===== src/rtl/capcmp_pkg.sv =====
package capcmp_pkg;

  typedef enum logic [1:0] {
    ACT_KEEP   = 2'b00,
    ACT_INVERT = 2'b01,
    ACT_LOW    = 2'b10,
    ACT_HIGH   = 2'b11
  } cmp_act_e;

  localparam int unsigned RA_MODE  = 0;
  localparam int unsigned RA_FORCE = 1;
  localparam int unsigned RA_MASK  = 2;
  localparam int unsigned RA_DATA  = 3;
  localparam int unsigned RA_WRAP  = 4;
  localparam int unsigned RA_ACT   = 5;
  localparam int unsigned RA_EDGE  = 6;
  localparam int unsigned RA_IEN   = 7;
  localparam int unsigned RA_FLAGS = 8;
  localparam int unsigned RA_CTRL  = 9;
  localparam int unsigned RA_CHAN  = 16;

  function automatic logic apply_act(input logic [1:0] a, input logic cur);
    case (cmp_act_e'(a))
      ACT_INVERT: return ~cur;
      ACT_LOW:    return 1'b0;
      ACT_HIGH:   return 1'b1;
      default:    return cur;
    endcase
  endfunction

endpackage


===== src/rtl/capcmp_insync.sv =====
module capcmp_insync #(
  parameter int N = 8
) (
  input  logic         clk,
  input  logic         rst,
  input  logic [N-1:0] pin_in,
  output logic [N-1:0] rise,
  output logic [N-1:0] fall
);
  logic [N-1:0] meta_q, sync_q, prev_q;

  always_ff @(posedge clk) begin
    if (rst) begin
      meta_q <= '0;
      sync_q <= '0;
      prev_q <= '0;
    end else begin
      meta_q <= pin_in;
      sync_q <= meta_q;
      prev_q <= sync_q;
    end
  end

  assign rise = sync_q & ~prev_q;
  assign fall = ~sync_q & prev_q;
endmodule


===== src/rtl/capcmp_chan.sv =====
module capcmp_chan import capcmp_pkg::*; #(
  parameter int W = 16
) (
  input  logic         clk,
  input  logic         rst,
  input  logic [W-1:0] cnt,
  input  logic         cnt_adv,
  input  logic         cnt_ovf,
  input  logic         is_cmp,
  input  logic [1:0]   act,
  input  logic [1:0]   edg,
  input  logic         wrap_en,
  input  logic         ovr_hit,
  input  logic         ovr_val,
  input  logic         force_i,
  input  logic         rise,
  input  logic         fall,
  input  logic         reg_wr,
  input  logic [W-1:0] wdata,
  input  logic         flag_clr,
  output logic [W-1:0] value,
  output logic         flag,
  output logic         pin
);
  logic match, cap;

  assign match = is_cmp & cnt_adv & (cnt == value);
  assign cap   = ~is_cmp & ((edg[0] & rise) | (edg[1] & fall));

  always_ff @(posedge clk) begin
    if (rst) begin
      value <= '0;
      flag  <= 1'b0;
      pin   <= 1'b0;
    end else begin
      if (cap)                  value <= cnt;
      else if (is_cmp && reg_wr) value <= wdata;

      if ((match && !force_i) || cap) flag <= 1'b1;
      else if (flag_clr)              flag <= 1'b0;

      if (is_cmp) begin
        if (ovr_hit)                pin <= ovr_val;
        else if (wrap_en && cnt_ovf) pin <= ~pin;
        else if (force_i || match)  pin <= apply_act(act, pin);
      end
    end
  end
endmodule


===== src/rtl/capcmp_array.sv =====
module capcmp_array import capcmp_pkg::*; #(
  parameter int N  = 8,
  parameter int W  = 16,
  parameter int AW = 5
) (
  input  logic          clk,
  input  logic          rst,
  input  logic [W-1:0]  cnt_in,
  input  logic          cnt_adv,
  input  logic          cnt_ovf,
  input  logic [N-1:0]  pin_in,
  output logic [N-1:0]  pin_out,
  output logic [N-1:0]  pin_oe,
  input  logic          wr_en,
  input  logic          rd_en,
  input  logic [AW-1:0] addr,
  input  logic [W-1:0]  wdata,
  output logic [W-1:0]  rdata,
  output logic [N-1:0]  irq
);
  localparam int AN = 2 * N;

  logic [N-1:0]        mode_q, mask_q, data_q, wrap_q, ie_q;
  logic [AN-1:0]       act_q, edg_q;
  logic                fast_q;
  logic [N-1:0][W-1:0] ch_val;
  logic [N-1:0]        flag_v, force_v, rise_v, fall_v, chan_sel, clr_v, ovr_hit;
  logic                hit7;
  logic                wr_flags;
  logic [W-1:0]        rd_mux;

  function automatic logic at(input logic [AW-1:0] a, input int unsigned r);
    return a == AW'(r);
  endfunction

  always_ff @(posedge clk) begin
    if (rst) begin
      mode_q <= '0; mask_q <= '0; data_q <= '0; wrap_q <= '0; ie_q <= '0;
      act_q  <= '0; edg_q  <= '0; fast_q <= 1'b0;
    end else if (wr_en) begin
      if (at(addr, RA_MODE)) mode_q <= wdata[N-1:0];
      if (at(addr, RA_MASK)) mask_q <= wdata[N-1:0];
      if (at(addr, RA_DATA)) data_q <= wdata[N-1:0];
      if (at(addr, RA_WRAP)) wrap_q <= wdata[N-1:0];
      if (at(addr, RA_IEN))  ie_q   <= wdata[N-1:0];
      if (at(addr, RA_ACT))  act_q  <= wdata[AN-1:0];
      if (at(addr, RA_EDGE)) edg_q  <= wdata[AN-1:0];
      if (at(addr, RA_CTRL)) fast_q <= wdata[0];
    end
  end

  assign force_v  = (wr_en && at(addr, RA_FORCE)) ? wdata[N-1:0] : '0;
  assign wr_flags = wr_en && at(addr, RA_FLAGS);
  assign hit7     = mode_q[N-1] & cnt_adv & (cnt_in == ch_val[N-1]);
  assign ovr_hit  = mask_q & {N{hit7}};

  capcmp_insync #(.N(N)) u_sync (
    .clk(clk), .rst(rst), .pin_in(pin_in), .rise(rise_v), .fall(fall_v)
  );

  for (genvar i = 0; i < N; i++) begin : g_ch
    assign chan_sel[i] = at(addr, RA_CHAN + i);
    assign clr_v[i]    = (wr_flags & wdata[i]) |
                         (fast_q & chan_sel[i] &
                          ((rd_en & ~mode_q[i]) | (wr_en & mode_q[i])));
    assign pin_oe[i]   = mode_q[i] & ((act_q[2*i +: 2] != 2'b00) | mask_q[i]);

    capcmp_chan #(.W(W)) u_chan (
      .clk(clk), .rst(rst), .cnt(cnt_in), .cnt_adv(cnt_adv), .cnt_ovf(cnt_ovf),
      .is_cmp(mode_q[i]), .act(act_q[2*i +: 2]), .edg(edg_q[2*i +: 2]),
      .wrap_en(wrap_q[i]), .ovr_hit(ovr_hit[i]), .ovr_val(data_q[i]),
      .force_i(force_v[i]), .rise(rise_v[i]), .fall(fall_v[i]),
      .reg_wr(wr_en & chan_sel[i]), .wdata(wdata), .flag_clr(clr_v[i]),
      .value(ch_val[i]), .flag(flag_v[i]), .pin(pin_out[i])
    );
  end

  always_comb begin
    rd_mux = '0;
    if (at(addr, RA_MODE))  rd_mux = W'(mode_q);
    if (at(addr, RA_MASK))  rd_mux = W'(mask_q);
    if (at(addr, RA_DATA))  rd_mux = W'(data_q);
    if (at(addr, RA_WRAP))  rd_mux = W'(wrap_q);
    if (at(addr, RA_IEN))   rd_mux = W'(ie_q);
    if (at(addr, RA_ACT))   rd_mux = W'(act_q);
    if (at(addr, RA_EDGE))  rd_mux = W'(edg_q);
    if (at(addr, RA_FLAGS)) rd_mux = W'(flag_v);
    if (at(addr, RA_CTRL))  rd_mux = W'(fast_q);
    for (int k = 0; k < N; k++)
      if (chan_sel[k]) rd_mux = ch_val[k];
  end

  always_ff @(posedge clk) begin
    if (rst)        rdata <= '0;
    else if (rd_en) rdata <= rd_mux;
  end

  assign irq = flag_v & ie_q;
endmodule


===== config.mk =====
export PLATFORM = sky130hd
export DESIGN_NAME = capcmp_array
export DESIGN_NICKNAME = d
export VERILOG_FILES = /design/src/rtl/capcmp_pkg.sv /design/src/rtl/capcmp_insync.sv /design/src/rtl/capcmp_chan.sv /design/src/rtl/capcmp_array.sv
export SDC_FILE = /design/constraint.sdc
export NUM_CORES = 1
export LEC_CHECK = 0
export ABC_AREA = 1
export ABC_CLOCK_PERIOD_IN_PS = 2100
export BUFFER_PORTS_ARGS = -buffer_cell sky130_fd_sc_hd__buf_2
export CAP_MARGIN = 30
export CELL_PAD_IN_SITES_DETAIL_PLACEMENT = 0
export CELL_PAD_IN_SITES_GLOBAL_PLACEMENT = 1
export CORE_ASPECT_RATIO = 1.5
export CORE_UTILIZATION = 41
export CTS_BUF_LIST = sky130_fd_sc_hd__clkbuf_8
export CTS_CLUSTER_DIAMETER = 30
export DETAILED_ROUTE_END_ITERATION = 16
export PLACE_DENSITY = 0.91
export SYNTH_ARGS = -nofsm -noshare
export SYNTH_HDL_FRONTEND = slang
export SYNTH_HIERARCHICAL = 1
export SYNTH_SLANG_ARGS = --single-unit

===== constraint.sdc =====
create_clock -name clk -period 2.1 [get_ports clk]
set_input_delay 0.315 -clock clk [delete_from_list [all_inputs] [get_ports clk]]
set_output_delay 0.315 -clock clk [all_outputs]
set_load 0.01 [all_outputs]

==> results.md <==
* Total non-filler cell area in the finished layout at 19500 um2
* Final hold violation count at 0
* Avg Inst Size Synth at 6.25 um2
* Initial Util at 41.9%
* Met1 global-route usage at 43.7%
* Relative area change from synthesis to final layout at 22.8%
* Area fraction of the dominant cell type after synthesis at 32.4%
* Flip-flop and latch count after synthesis at 257
* Net Sw Power at 3.54 mW
* Number of nets in the layout at 2840
* Met3 Resource Use GR at 6.73%
* RePlAce Congestion at 1.04
* Count of final setup violators at 8
* Total wire length at 73600 um
* HPWL after detailed placement at 53600 um
* Type of element launching the critical path: flip-flop
* CTS Root Buffer Type: clkbuf_8
* Most Used Layer, Global Route: met2
* I/O pin count at 91
* Setup slack, reg-to-reg at -0.33 ns
* Clock buffer count from CTS at 58
* Via/cell ratio at 5.62
* Maximum clock insertion buffer count at 3
* Filler cell count at 3924
* Violated checks: setup timing
* Iteration-0 DRC count of the detailed router at 1649
* Data required time of the worst path at 2.67 ns
* Wire length of the first global-routing pass at 109000 um
* Die Y at 243 um
* VDD IR-drop max at 0.474 mV
* Aggregate global routing overflow at 0
* Yosys top cell by area: dfxtp_1
* CTS tree: built
* Worst min-delay path category: input pin to flip-flop
* Final clock period utilization by the worst path at 116%
* Slew at the pin closest to its max-slew limit at 0.647 ns
* Final Critical Period at 2.43 ns
* Routed WL per cell at 22.1 um
* Synthesized instance count at 2540
* Clock network fraction of total power at 50.7%
* Port-buffer cells at 90
* Leading cell types in the layout, fill and taps excluded: nand2_1 (633), inv_1 (397), nor2_1 (309), dfxtp_1 (253), nand3_1 (181)
* Sequential share of the synthesized area at 32.4%
* Initial antenna violation count at 1
* Netlist Area Pre-Place at 15900 um2
* Post-Place Setup Slack at -0.531 ns
* Clk pin slew, worst setup/hold paths at 0.06 ns
* DRC violations left at 0
* Pin count of the biggest net entering global routing at 54
* Sw Share at 28.1%
* Sort of element at the end of the critical path: flip-flop
* Ys Warns at 6
* Number of sinks handled by clock tree synthesis at 257
* Cell Rows at 87
* Count of max-cap constraint violations at 0
* Worst Setup Path Type: flip-flop to flip-flop
* Die area at 39500 um2
* Reg2reg start: g_ch[7].u_chan/value[1]
* Result of the run: finished with violations
* Leak pwr at 8.08 nW
* Final slew viol count at 0
* Number of cells traversed by the worst hold path at 3
* Worst-Skew Late Latency at 0.65 ns
* Vias at 18700
* Summed negative setup slack over all endpoints at -2.51 ns
* Global routing usage on met2 at 57.4%
* Placement Cell Area at 18000 um2
* Die outline width at 163 um
* Share of power burned in registers at 39.4%
* Most common library cell in the layout ignoring fill and taps: nand2_1
* Final worst clock skew at 0.0313 ns
* RSZ-0062 raised after global routing: true
* Fraction of final layout cells sized beyond drive strength 1 at 16.8%
* Highest clock rate at 0.411 GHz
* CTS HTree Levels at 2
* Headroom to the max-slew limit at 56.4%
* Remaining antenna violation count after routing at 0
* Reg2reg path depth at 13
* First drt pass iteration count at 5
* Endpoint with the worst hold slack: edg_q[2]
* Standard cell core area at 37900 um2
* Hold path start: wdata[2]
* Post-Synthesis Net Count at 2591
* Number of distinct library cells after synthesis at 41
* Leading post-synthesis cells by cell area: dfxtp_1 (32%), nand2_1 (15%), inv_1 (9.2%)
* Data arrival time of the critical path at 3.00 ns
* Internal power component at 9.04 mW
* Maximum net fanout on the critical path at 8
* End of the worst register-to-register path: g_ch[4].u_chan/pin
* Worst slack on hold paths at 0.0501 ns
* Power per cell area at 645 nW/um2
* Vias in the first global route at 17900
* Relative contribution of combinational cells to total power at 9.9%
* Post-layout worst setup margin at -0.331 ns
* Gr usage total at 37.1%
## synthesized netlist by cell type (all sizes together)
library cell	number
nand2	634
inv	410
nor2	349
dfxtp	257
a21oi	185
nand3	181
o21ai	133
nand4	64
a211oi	62
a31oi	57
buf	56
clkbuf	52
xnor2	32
a22o	11
or2	10
mux2i	8
nand3b	8
o32ai	8
clkinv	5
o22ai	4
a41o	3
nor4	2
o211ai	2
a2111oi	1
a221oi	1
nor3	1
o2111ai	1
o21bai	1
or4	1
xor2	1
## power by group through the flow
stage | registers (mW) | clock network, mW | logic (mW)
after detailed placement | 5.06 | 0 | 1.17
after CTS | 4.96 | 6.41 | 1.20
after floorplan | 5.06 | 0 | 0.505
after global placement | 5.06 | 0 | 1.16
final | 4.96 | 6.38 | 1.24
after global routing | 4.96 | 6.63 | 1.30
## how the worst max path moves through the flow
stage	startpoint	to	slack, ns	cells after the start
3_3_place_gp	addr[1]	rdata[13]	-0.51	14
6_report	g_ch[7].u_chan/value[1]	g_ch[4].u_chan/pin	-0.33	13
3_5_place_dp	cnt_in[7]	g_ch[0].u_chan/pin	-0.53	12
5_1_grt	g_ch[7].u_chan/value[1]	g_ch[4].u_chan/pin	-0.42	13
4_1_cts	g_ch[7].u_chan/value[1]	g_ch[1].u_chan/pin	-0.28	11
2_1_floorplan	g_ch[7].u_chan/value[1]	g_ch[0].u_chan/pin	-0.03	10
## cell families after synthesis
family	synth area share, %
AOI/OAI and AO/OA	17.5
xor gates and xnor gates	1.82
buffers and inverters	14.5
DFF	32.4
muxes	0.504
and+or+nand+nor	33.3
## what timing repair did
action	CTS	global route
endpoints found under the setup margin	11	14
endpoints found under the hold margin	8	0
pin swaps	11	4
gates resized for setup	24	10
setup buffers	0	0
hold buffers	8	0
## metrics by stage
stage | total power, mW | utilization (%) | std cells
after floorplan | 5.56 | - | 2540
after global placement | 6.23 | 47.5 | 3211
after detailed placement | 6.24 | 47.5 | 3211
after CTS | 12.6 | 51.4 | 3324
after global routing | 12.9 | 51.5 | 3324
final | 12.6 | 51.5 | 3324
## final cells by class
class | count | area, um2 | area share, %
Tap cell | 489 | 612 | 3.14
Clock inverter | 32 | 298 | 1.53
Timing Repair Buffer | 297 | 2330 | 12.0
Clock buffer | 73 | 1000 | 5.15
Antenna cell | 1 | 2.50 | 0.0128
Sequential cell | 257 | 5150 | 26.4
Inverter | 415 | 1560 | 8.00
Multi-Input combinational cell | 1760 | 8530 | 43.8
## registers in the layout (all words and copies together) (netlist names), 16 cells and up
| name | flops |
|---|---|
| act_q | 16 |
| edg_q | 16 |
| g_ch.u_chan/value | 128 |
| rdata | 16 |
## worst max-delay path, cell delays in order (launching register included)
cell and delay (ns):
dfxtp_2 0.35, inv_4 0.05, a22o_4 0.26, or4_4 0.48
a211oi_2 0.15, nand4_1 0.17, buf_8 0.24, nor2_2 0.15
a21oi_1 0.08, nand3b_1 0.14, nand3_1 0.09, nand2_1 0.06
inv_1 0.03, nor2_1 0.08
## metal layers
layer	part of all wire, %	wire length, um
met1	37	26900
met2	44	32200
met3	9.8	7220
met4	9.9	7310
met5	0	0
Power figures use the tool's default switching activity.
